File: src/rtl/spi_fm_pkg.sv
package spi_fm_pkg;
  localparam logic [7:0] OFS_CTRL = 8'h00;
  localparam logic [7:0] OFS_STS  = 8'h04;
  localparam logic [7:0] OFS_MSET = 8'h08;
  localparam logic [7:0] OFS_MCLR = 8'h0C;
  localparam logic [7:0] OFS_MASK = 8'h10;
  localparam logic [7:0] OFS_EN   = 8'h14;
  localparam logic [7:0] OFS_DLY  = 8'h18;
  localparam logic [7:0] OFS_TXD  = 8'h1C;
  localparam logic [7:0] OFS_RXD  = 8'h20;

  localparam int CB_MASTER = 0;
  localparam int CB_CPOL   = 1;
  localparam int CB_CPHA   = 2;
  localparam int CB_DIV_LO = 3;
  localparam int CB_CS_LO  = 10;
  localparam int CB_MSTART = 15;

  localparam int SB_TXOV = 0;
  localparam int SB_RXOV = 1;
  localparam int SB_TXNF = 2;
  localparam int SB_RXNE = 4;
  localparam int STS_W   = 7;

  localparam logic [15:0] CTRL_RST = 16'h3C00;

  // Number of reference cycles between two serial clock edges.
  function automatic int unsigned half_cycles(input int unsigned code);
    return 32'd1 << code;
  endfunction

  // An edge samples data when it leads with phase 0 or trails with phase 1.
  function automatic logic is_sample_edge(input logic leading, input logic cpha);
    return leading ^ cpha;
  endfunction
endpackage

File: src/rtl/spi_fm_fifo.sv
module spi_fm_fifo #(
  parameter int DEPTH = 128,
  parameter int WIDTH = 8
) (
  input  logic             clk,
  input  logic             rst_n,
  input  logic             push,
  input  logic [WIDTH-1:0] din,
  input  logic             pop,
  output logic [WIDTH-1:0] head,
  output logic             full,
  output logic             empty
);
  localparam int AW = $clog2(DEPTH);
  localparam int CW = AW + 1;

  logic [WIDTH-1:0] mem [DEPTH];
  logic [AW-1:0]    wr_ptr, rd_ptr;
  logic [CW-1:0]    count;
  logic             do_push, do_pop;

  assign full    = (count == CW'(DEPTH));
  assign empty   = (count == '0);
  assign do_push = push && !full;
  assign do_pop  = pop && !empty;
  assign head    = mem[rd_ptr];

  always_ff @(posedge clk) begin
    if (do_push) mem[wr_ptr] <= din;
  end

  always_ff @(posedge clk or negedge rst_n) begin
    if (!rst_n) begin
      wr_ptr <= '0;
      rd_ptr <= '0;
      count  <= '0;
    end else begin
      if (do_push) wr_ptr <= (wr_ptr == AW'(DEPTH - 1)) ? '0 : wr_ptr + 1'b1;
      if (do_pop)  rd_ptr <= (rd_ptr == AW'(DEPTH - 1)) ? '0 : rd_ptr + 1'b1;
      case ({do_push, do_pop})
        2'b10:   count <= count + 1'b1;
        2'b01:   count <= count - 1'b1;
        default: count <= count;
      endcase
    end
  end
endmodule

File: src/rtl/spi_fm_engine.sv
module spi_fm_engine
  import spi_fm_pkg::*;
#(
  parameter int DATA_W = 8,
  parameter int DIV_W  = 3
) (
  input  logic              clk,
  input  logic              rst_n,
  input  logic              start,
  input  logic [DATA_W-1:0] tx_byte,
  input  logic              cpol,
  input  logic              cpha,
  input  logic [DIV_W-1:0]  div_code,
  input  logic              miso,
  output logic              sclk,
  output logic              mosi,
  output logic              busy,
  output logic              done,
  output logic [DATA_W-1:0] rx_byte
);
  localparam int CNT_W   = 2 ** DIV_W;
  localparam int EDGES   = 2 * DATA_W;
  localparam int EDGE_W  = $clog2(EDGES);

  logic [CNT_W-1:0]  cnt, half_m1;
  logic [EDGE_W-1:0] edge_idx;
  logic [DATA_W-1:0] tx_sr, rx_sr;
  logic              sclk_int, out_bit;
  logic              tick, leading, sample_now, last_edge;

  assign half_m1    = CNT_W'(half_cycles(32'(div_code)) - 1);
  assign tick       = busy && (cnt == half_m1);
  assign leading    = !edge_idx[0];
  assign sample_now = is_sample_edge(leading, cpha);
  assign last_edge  = (edge_idx == EDGE_W'(EDGES - 1));

  always_ff @(posedge clk or negedge rst_n) begin
    if (!rst_n) begin
      busy     <= 1'b0;
      done     <= 1'b0;
      cnt      <= '0;
      edge_idx <= '0;
      sclk_int <= 1'b0;
      out_bit  <= 1'b0;
      tx_sr    <= '0;
      rx_sr    <= '0;
    end else begin
      done <= tick && last_edge;
      if (start && !busy) begin
        busy     <= 1'b1;
        cnt      <= '0;
        edge_idx <= '0;
        sclk_int <= 1'b0;
        tx_sr    <= cpha ? tx_byte : (tx_byte << 1);
        out_bit  <= cpha ? 1'b0 : tx_byte[DATA_W-1];
      end else if (busy) begin
        if (tick) begin
          cnt      <= '0;
          sclk_int <= ~sclk_int;
          edge_idx <= edge_idx + 1'b1;
          if (sample_now) begin
            rx_sr <= {rx_sr[DATA_W-2:0], miso};
          end else begin
            out_bit <= tx_sr[DATA_W-1];
            tx_sr   <= tx_sr << 1;
          end
          if (last_edge) busy <= 1'b0;
        end else begin
          cnt <= cnt + 1'b1;
        end
      end
    end
  end

  assign sclk    = sclk_int ^ cpol;
  assign mosi    = out_bit;
  assign rx_byte = rx_sr;
endmodule

File: src/rtl/spi_fifo_master.sv
module spi_fifo_master
  import spi_fm_pkg::*;
#(
  parameter int FIFO_DEPTH = 128,
  parameter int DATA_W     = 8,
  parameter int DIV_W      = 3,
  parameter int CS_W       = 4
) (
  input  logic        clk,
  input  logic        rst_n,
  input  logic        wr_en,
  input  logic        rd_en,
  input  logic [7:0]  addr,
  input  logic [31:0] wdata,
  output logic [31:0] rdata,
  output logic        irq,
  output logic        sclk,
  output logic        mosi,
  input  logic        miso,
  output logic [CS_W-1:0] cs_n
);
  logic [15:0]       ctrl_q;
  logic              en_q;
  logic [31:0]       dly_q;
  logic [STS_W-1:0]  mask_q;
  logic              sts_txov, sts_rxov;
  logic [STS_W-1:0]  sts_vec;

  logic              wr_ctrl, wr_sts, wr_mset, wr_mclr, wr_en_reg, wr_dly, wr_txd, rd_rxd;
  logic              txov_clr, rxov_clr;
  logic              tx_push, tx_pop, tx_full, tx_empty;
  logic              rx_push, rx_pop, rx_full, rx_empty;
  logic [DATA_W-1:0] tx_head, rx_head, eng_rx;
  logic              eng_start, eng_busy, eng_done, run_ok;
  logic              cfg_cpol, cfg_cpha;
  logic [DIV_W-1:0]  cfg_div;

  // Register decode
  assign wr_ctrl   = wr_en && (addr == OFS_CTRL);
  assign wr_sts    = wr_en && (addr == OFS_STS);
  assign wr_mset   = wr_en && (addr == OFS_MSET);
  assign wr_mclr   = wr_en && (addr == OFS_MCLR);
  assign wr_en_reg = wr_en && (addr == OFS_EN);
  assign wr_dly    = wr_en && (addr == OFS_DLY);
  assign wr_txd    = wr_en && (addr == OFS_TXD);
  assign rd_rxd    = rd_en && (addr == OFS_RXD);
  assign txov_clr  = wr_sts && wdata[SB_TXOV];
  assign rxov_clr  = wr_sts && wdata[SB_RXOV];

  // Configuration fields
  assign cfg_cpol = ctrl_q[CB_CPOL];
  assign cfg_cpha = ctrl_q[CB_CPHA];
  assign cfg_div  = ctrl_q[CB_DIV_LO +: DIV_W];
  assign cs_n     = ctrl_q[CB_CS_LO +: CS_W];

  // Auto start
  assign run_ok    = en_q && ctrl_q[CB_MASTER] && !ctrl_q[CB_MSTART];
  assign eng_start = run_ok && !tx_empty && !eng_busy;
  assign tx_pop    = eng_start;
  assign tx_push   = wr_txd && !tx_full;
  assign rx_push   = eng_done && !rx_full;
  assign rx_pop    = rd_rxd && !rx_empty;

  always_ff @(posedge clk or negedge rst_n) begin
    if (!rst_n) begin
      ctrl_q   <= CTRL_RST;
      en_q     <= 1'b0;
      dly_q    <= '0;
      mask_q   <= '0;
      sts_txov <= 1'b0;
      sts_rxov <= 1'b0;
    end else begin
      if (wr_ctrl)   ctrl_q <= wdata[15:0];
      if (wr_en_reg) en_q   <= wdata[0];
      if (wr_dly)    dly_q  <= wdata;
      if (wr_mset)   mask_q <= mask_q | wdata[STS_W-1:0];
      else if (wr_mclr) mask_q <= mask_q & ~wdata[STS_W-1:0];
      // a new event in the same cycle wins over the clear
      if (wr_txd && tx_full)     sts_txov <= 1'b1;
      else if (txov_clr)         sts_txov <= 1'b0;
      if (eng_done && rx_full)   sts_rxov <= 1'b1;
      else if (rxov_clr)         sts_rxov <= 1'b0;
    end
  end

  always_comb begin
    sts_vec          = '0;
    sts_vec[SB_TXOV] = sts_txov;
    sts_vec[SB_RXOV] = sts_rxov;
    sts_vec[SB_TXNF] = !tx_full;
    sts_vec[SB_RXNE] = !rx_empty;
  end

  assign irq = |(sts_vec & mask_q);

  always_comb begin
    rdata = '0;
    case (addr)
      OFS_CTRL: rdata[15:0]      = ctrl_q;
      OFS_STS:  rdata[STS_W-1:0] = sts_vec;
      OFS_MASK: rdata[STS_W-1:0] = mask_q;
      OFS_EN:   rdata[0]         = en_q;
      OFS_DLY:  rdata            = dly_q;
      OFS_RXD:  rdata[DATA_W-1:0] = rx_empty ? '0 : rx_head;
      default:  rdata = '0;
    endcase
  end

  spi_fm_fifo #(.DEPTH(FIFO_DEPTH), .WIDTH(DATA_W)) u_txq (
    .clk(clk), .rst_n(rst_n), .push(tx_push), .din(wdata[DATA_W-1:0]),
    .pop(tx_pop), .head(tx_head), .full(tx_full), .empty(tx_empty)
  );

  spi_fm_fifo #(.DEPTH(FIFO_DEPTH), .WIDTH(DATA_W)) u_rxq (
    .clk(clk), .rst_n(rst_n), .push(rx_push), .din(eng_rx),
    .pop(rx_pop), .head(rx_head), .full(rx_full), .empty(rx_empty)
  );

  spi_fm_engine #(.DATA_W(DATA_W), .DIV_W(DIV_W)) u_eng (
    .clk(clk), .rst_n(rst_n), .start(eng_start), .tx_byte(tx_head),
    .cpol(cfg_cpol), .cpha(cfg_cpha), .div_code(cfg_div), .miso(miso),
    .sclk(sclk), .mosi(mosi), .busy(eng_busy), .done(eng_done), .rx_byte(eng_rx)
  );
endmodule

File: config.mk
export PLATFORM = sky130hd
export DESIGN_NAME = spi_fifo_master
export DESIGN_NICKNAME = d
export VERILOG_FILES = /design/src/rtl/spi_fm_pkg.sv /design/src/rtl/spi_fm_fifo.sv /design/src/rtl/spi_fm_engine.sv /design/src/rtl/spi_fifo_master.sv
export SDC_FILE = /design/constraint.sdc
export NUM_CORES = 2
export LEC_CHECK = 0
export BUFFER_PORTS_ARGS = -buffer_cell sky130_fd_sc_hd__buf_4
export CORE_ASPECT_RATIO = 0.9
export CORE_MARGIN = 1.5
export CORE_UTILIZATION = 30
export DETAILED_ROUTE_END_ITERATION = 10
export GPL_TIMING_DRIVEN = 0
export SLEW_MARGIN = 25
export SYNTH_ARGS = -nofsm -noshare
export SYNTH_HDL_FRONTEND = slang
export SYNTH_SLANG_ARGS = --single-unit
File: constraint.sdc
create_clock -name clk -period 6.7 [get_ports clk]
set_clock_uncertainty 0.1 [all_clocks]
set_input_delay 1.34 -clock clk [delete_from_list [all_inputs] [get_ports clk]]
set_output_delay 1.34 -clock clk [all_outputs]
set_load 0.05 [all_outputs]
==> metrics.txt <==
CTS tree=yes; P per Cell Area=271 nW/um^2; cell area after synthesis=86200 um^2; Critical Path RT=5260 ps; placed inst area=92100 um^2; layout cells sized above 1=0.251; clock latency at the later pin of the worst-skew pair=840 ps; Syn Inst Count=4224; Total GRT Usage=0.168; area leader, netlist=edfxtp_1; largest net degree at the start of global routing=135; worst hold path type=input pin to async pin; Finished Core Util=0.345; fin crit period=6530 ps; synth top area cells=edfxtp_1 (71%), mux4_2 (14%), dfrtp_1 (3.8%); Peak VDD IR=0.193 mV; maximum clock rate=0.153 GHz; Clk pin slew, worst setup/hold paths=70 ps; RSZ-0062 raised after global routing=no; post-synthesis sequential area ratio=0.752; ys flop type=edfxtp_1; Placed Cells=8084; R2R cell count=14; Synth top cells by count=edfxtp_1 (2048), mux4_2 (544), nor2_1 (308); outcome=finished, final reports clean; average cell area after synthesis=20.4 um^2; Sink Count=2182; Initial Util=0.302; Worst Slack Setup Final=169 ps; postcts setup bufs=0; Final ANT Viol Nets=0; Core Box Area=286000 um^2; Ys Warns=0; drt wl/cell=29.7 um; Die ar.=291000 um^2; I/O pin count=84; setup_tns=0 ps; Final Cell Area=98500 um^2; IO buf count=82; Lkg Pwr=31.0 nW; vias in the first global route=44680; Nets=4600; Min Hold Slack=313 ps; Die X=568 um; pins over their slew limit=0; 1st-pass router iterations=10; critical path type=register to primary output; post-synthesis register bit count=2182; hold bufs inserted after CTS=0; first-pass GRT wire length=348000 um; post-synth top area share=0.713; total power=26.7 mW; critical path arrival=5090 ps; share of flip-flops with an asynchronous set or reset=0.0614; GP Congestion=0.935; clk root buf=clkbuf_16; Mapped Nets=4291; clock tree buffer depth=4; die extent in y=512 um; HPWL Detailed=162000 um; CTS Buf Count=203; Placement Setup Slack=852 ps; Site Rows=186; most frequent cell after synthesis=edfxtp_1; worst slew pin tran=1200 ps; # setup viols final=0; period utilization=0.975; initial antenna violation count=3; total of max-cap violations=0; crit end category=primary output; CP Launch Type=register; number of H-tree levels=4; post-CTS resize count=0; DRT Wirelength=251000 um; Final Non-Filler Cells=8451; crit-path max FO=10; DRC violations left=0; DRT iter0 DRCs=6450; via density per instance=5.38; Area Overhead vs Synth=14.3%; final hold violation count=0; vias=45464; count of cell types in the netlist=76; Worst slew margin=0.197; Overflow after GRT=0; EDFF count, synth=2048; fillers=26535
## state kept, by name, indices dropped and copies added, names as in the netlist, 4 cells and up, named ones only
register        cells
u_eng.cnt           8
u_rxq.rd_ptr        7
u_txq.rd_ptr        7
u_txq.wr_ptr        7
u_rxq.wr_ptr        7
u_txq.count         8
u_eng.tx_sr         8
u_rxq.count         8
u_txq.mem        1024
u_eng.rx_byte       8
u_rxq.mem        1024
ctrl_q             16
u_eng.edge_idx      4
dly_q              32
## layout make-up
type | count | area, um^2 | share of cell area
antenna | 2 | 5.00 | 0.0000508
buffer | 233 | 1250 | 0.0127
clock buffer | 252 | 5330 | 0.0541
clock inverter | 109 | 986 | 0.0100
inverter | 36 | 135 | 0.00137
multi-input combinational | 1773 | 20100 | 0.204
sequential | 2182 | 64900 | 0.659
tap | 3760 | 4700 | 0.0478
timing repair buffer | 104 | 1130 | 0.0115
## kinds of logic (layout without fill, tap and decap cells)
logic type	count (synthesis)	after routing	synth area share
xor gates and xnor gates	36	36	0.00366
and+or+nand+nor	650	650	0.0331
adders and majority gates	22	22	0.00337
buffers and inverters	269	734	0.0151
muxes	752	752	0.167
DFF	2182	2182	0.752
other	0	2	0
AOI/OAI and AO/OA	313	313	0.0252
## critical path, stage by stage, from the launching register on
cell	delay (ps)
dfrtp_1	350
clkbuf_1	240
clkbuf_2	500
buf_1	670
mux4_2	430
mux4_2	590
mux4_2	510
mux2i_1	510
o211ai_1	160
buf_4	230
## worst paths after layout
path / from / to / slack, ps
worst max register to register: u_txq.count[2]$_DFFE_PN0P_ / u_txq.count[7]$_DFFE_PN0P_ / 1670
min in group clk: dly_q[26]$_DFFE_PN0P_ / dly_q[26]$_DFFE_PN0P_ / 400
worst min-delay path: rst_n / u_txq.count[2]$_DFFE_PN0P_ / 310
max in group asynchronous: rst_n / u_rxq.rd_ptr[5]$_DFFE_PN0P_ / 5360
worst min register to register: dly_q[26]$_DFFE_PN0P_ / dly_q[26]$_DFFE_PN0P_ / 400
worst max-delay path: u_rxq.rd_ptr[1]$_DFFE_PN0P_ / rdata[4] / 170
## cell usage in the layout, fill, tap and decap left out, types with 11 or more instances in the layout
master and n:
a21oi_1 43, clkbuf_1 118, mux4_2 544, clkbuf_2 46
nor3_1 27, bufinv_16 17, nor2_1 298, nor2_2 11
mux2i_1 135, buf_6 28, a221oi_1 15, a22oi_1 30
buf_4 92, edfxtp_1 2048, nor2b_1 18, clkbuf_16 205
nand4_1 12, nand3_1 47, o21ai_0 60, a31oi_1 18
o221ai_1 13, ha_1 20, o22ai_1 34, a22o_1 19
buf_2 66, dfrtp_1 122, inv_1 35, clkinv_1 48
and2_1 12, xnor2_1 26, mux2_2 73, clkinv_2 28
and3_1 28, nand2_1 154
## report_power, final
group	internal, mW	switching (mW)	total, mW
Sequential	14.8	0.0167	14.8
Combinational	0.154	0.338	0.492
Clock	6.29	5.07	11.4
## per-layer routing
layer	wire, um	share of wire	track usage
met1	101000	0.40	0.232
met2	114000	0.45	0.259
met3	24900	0.099	0.0390
met4	11100	0.044	0.0646
met5	13	0.000052	0
(Power assumes the default switching activity.)
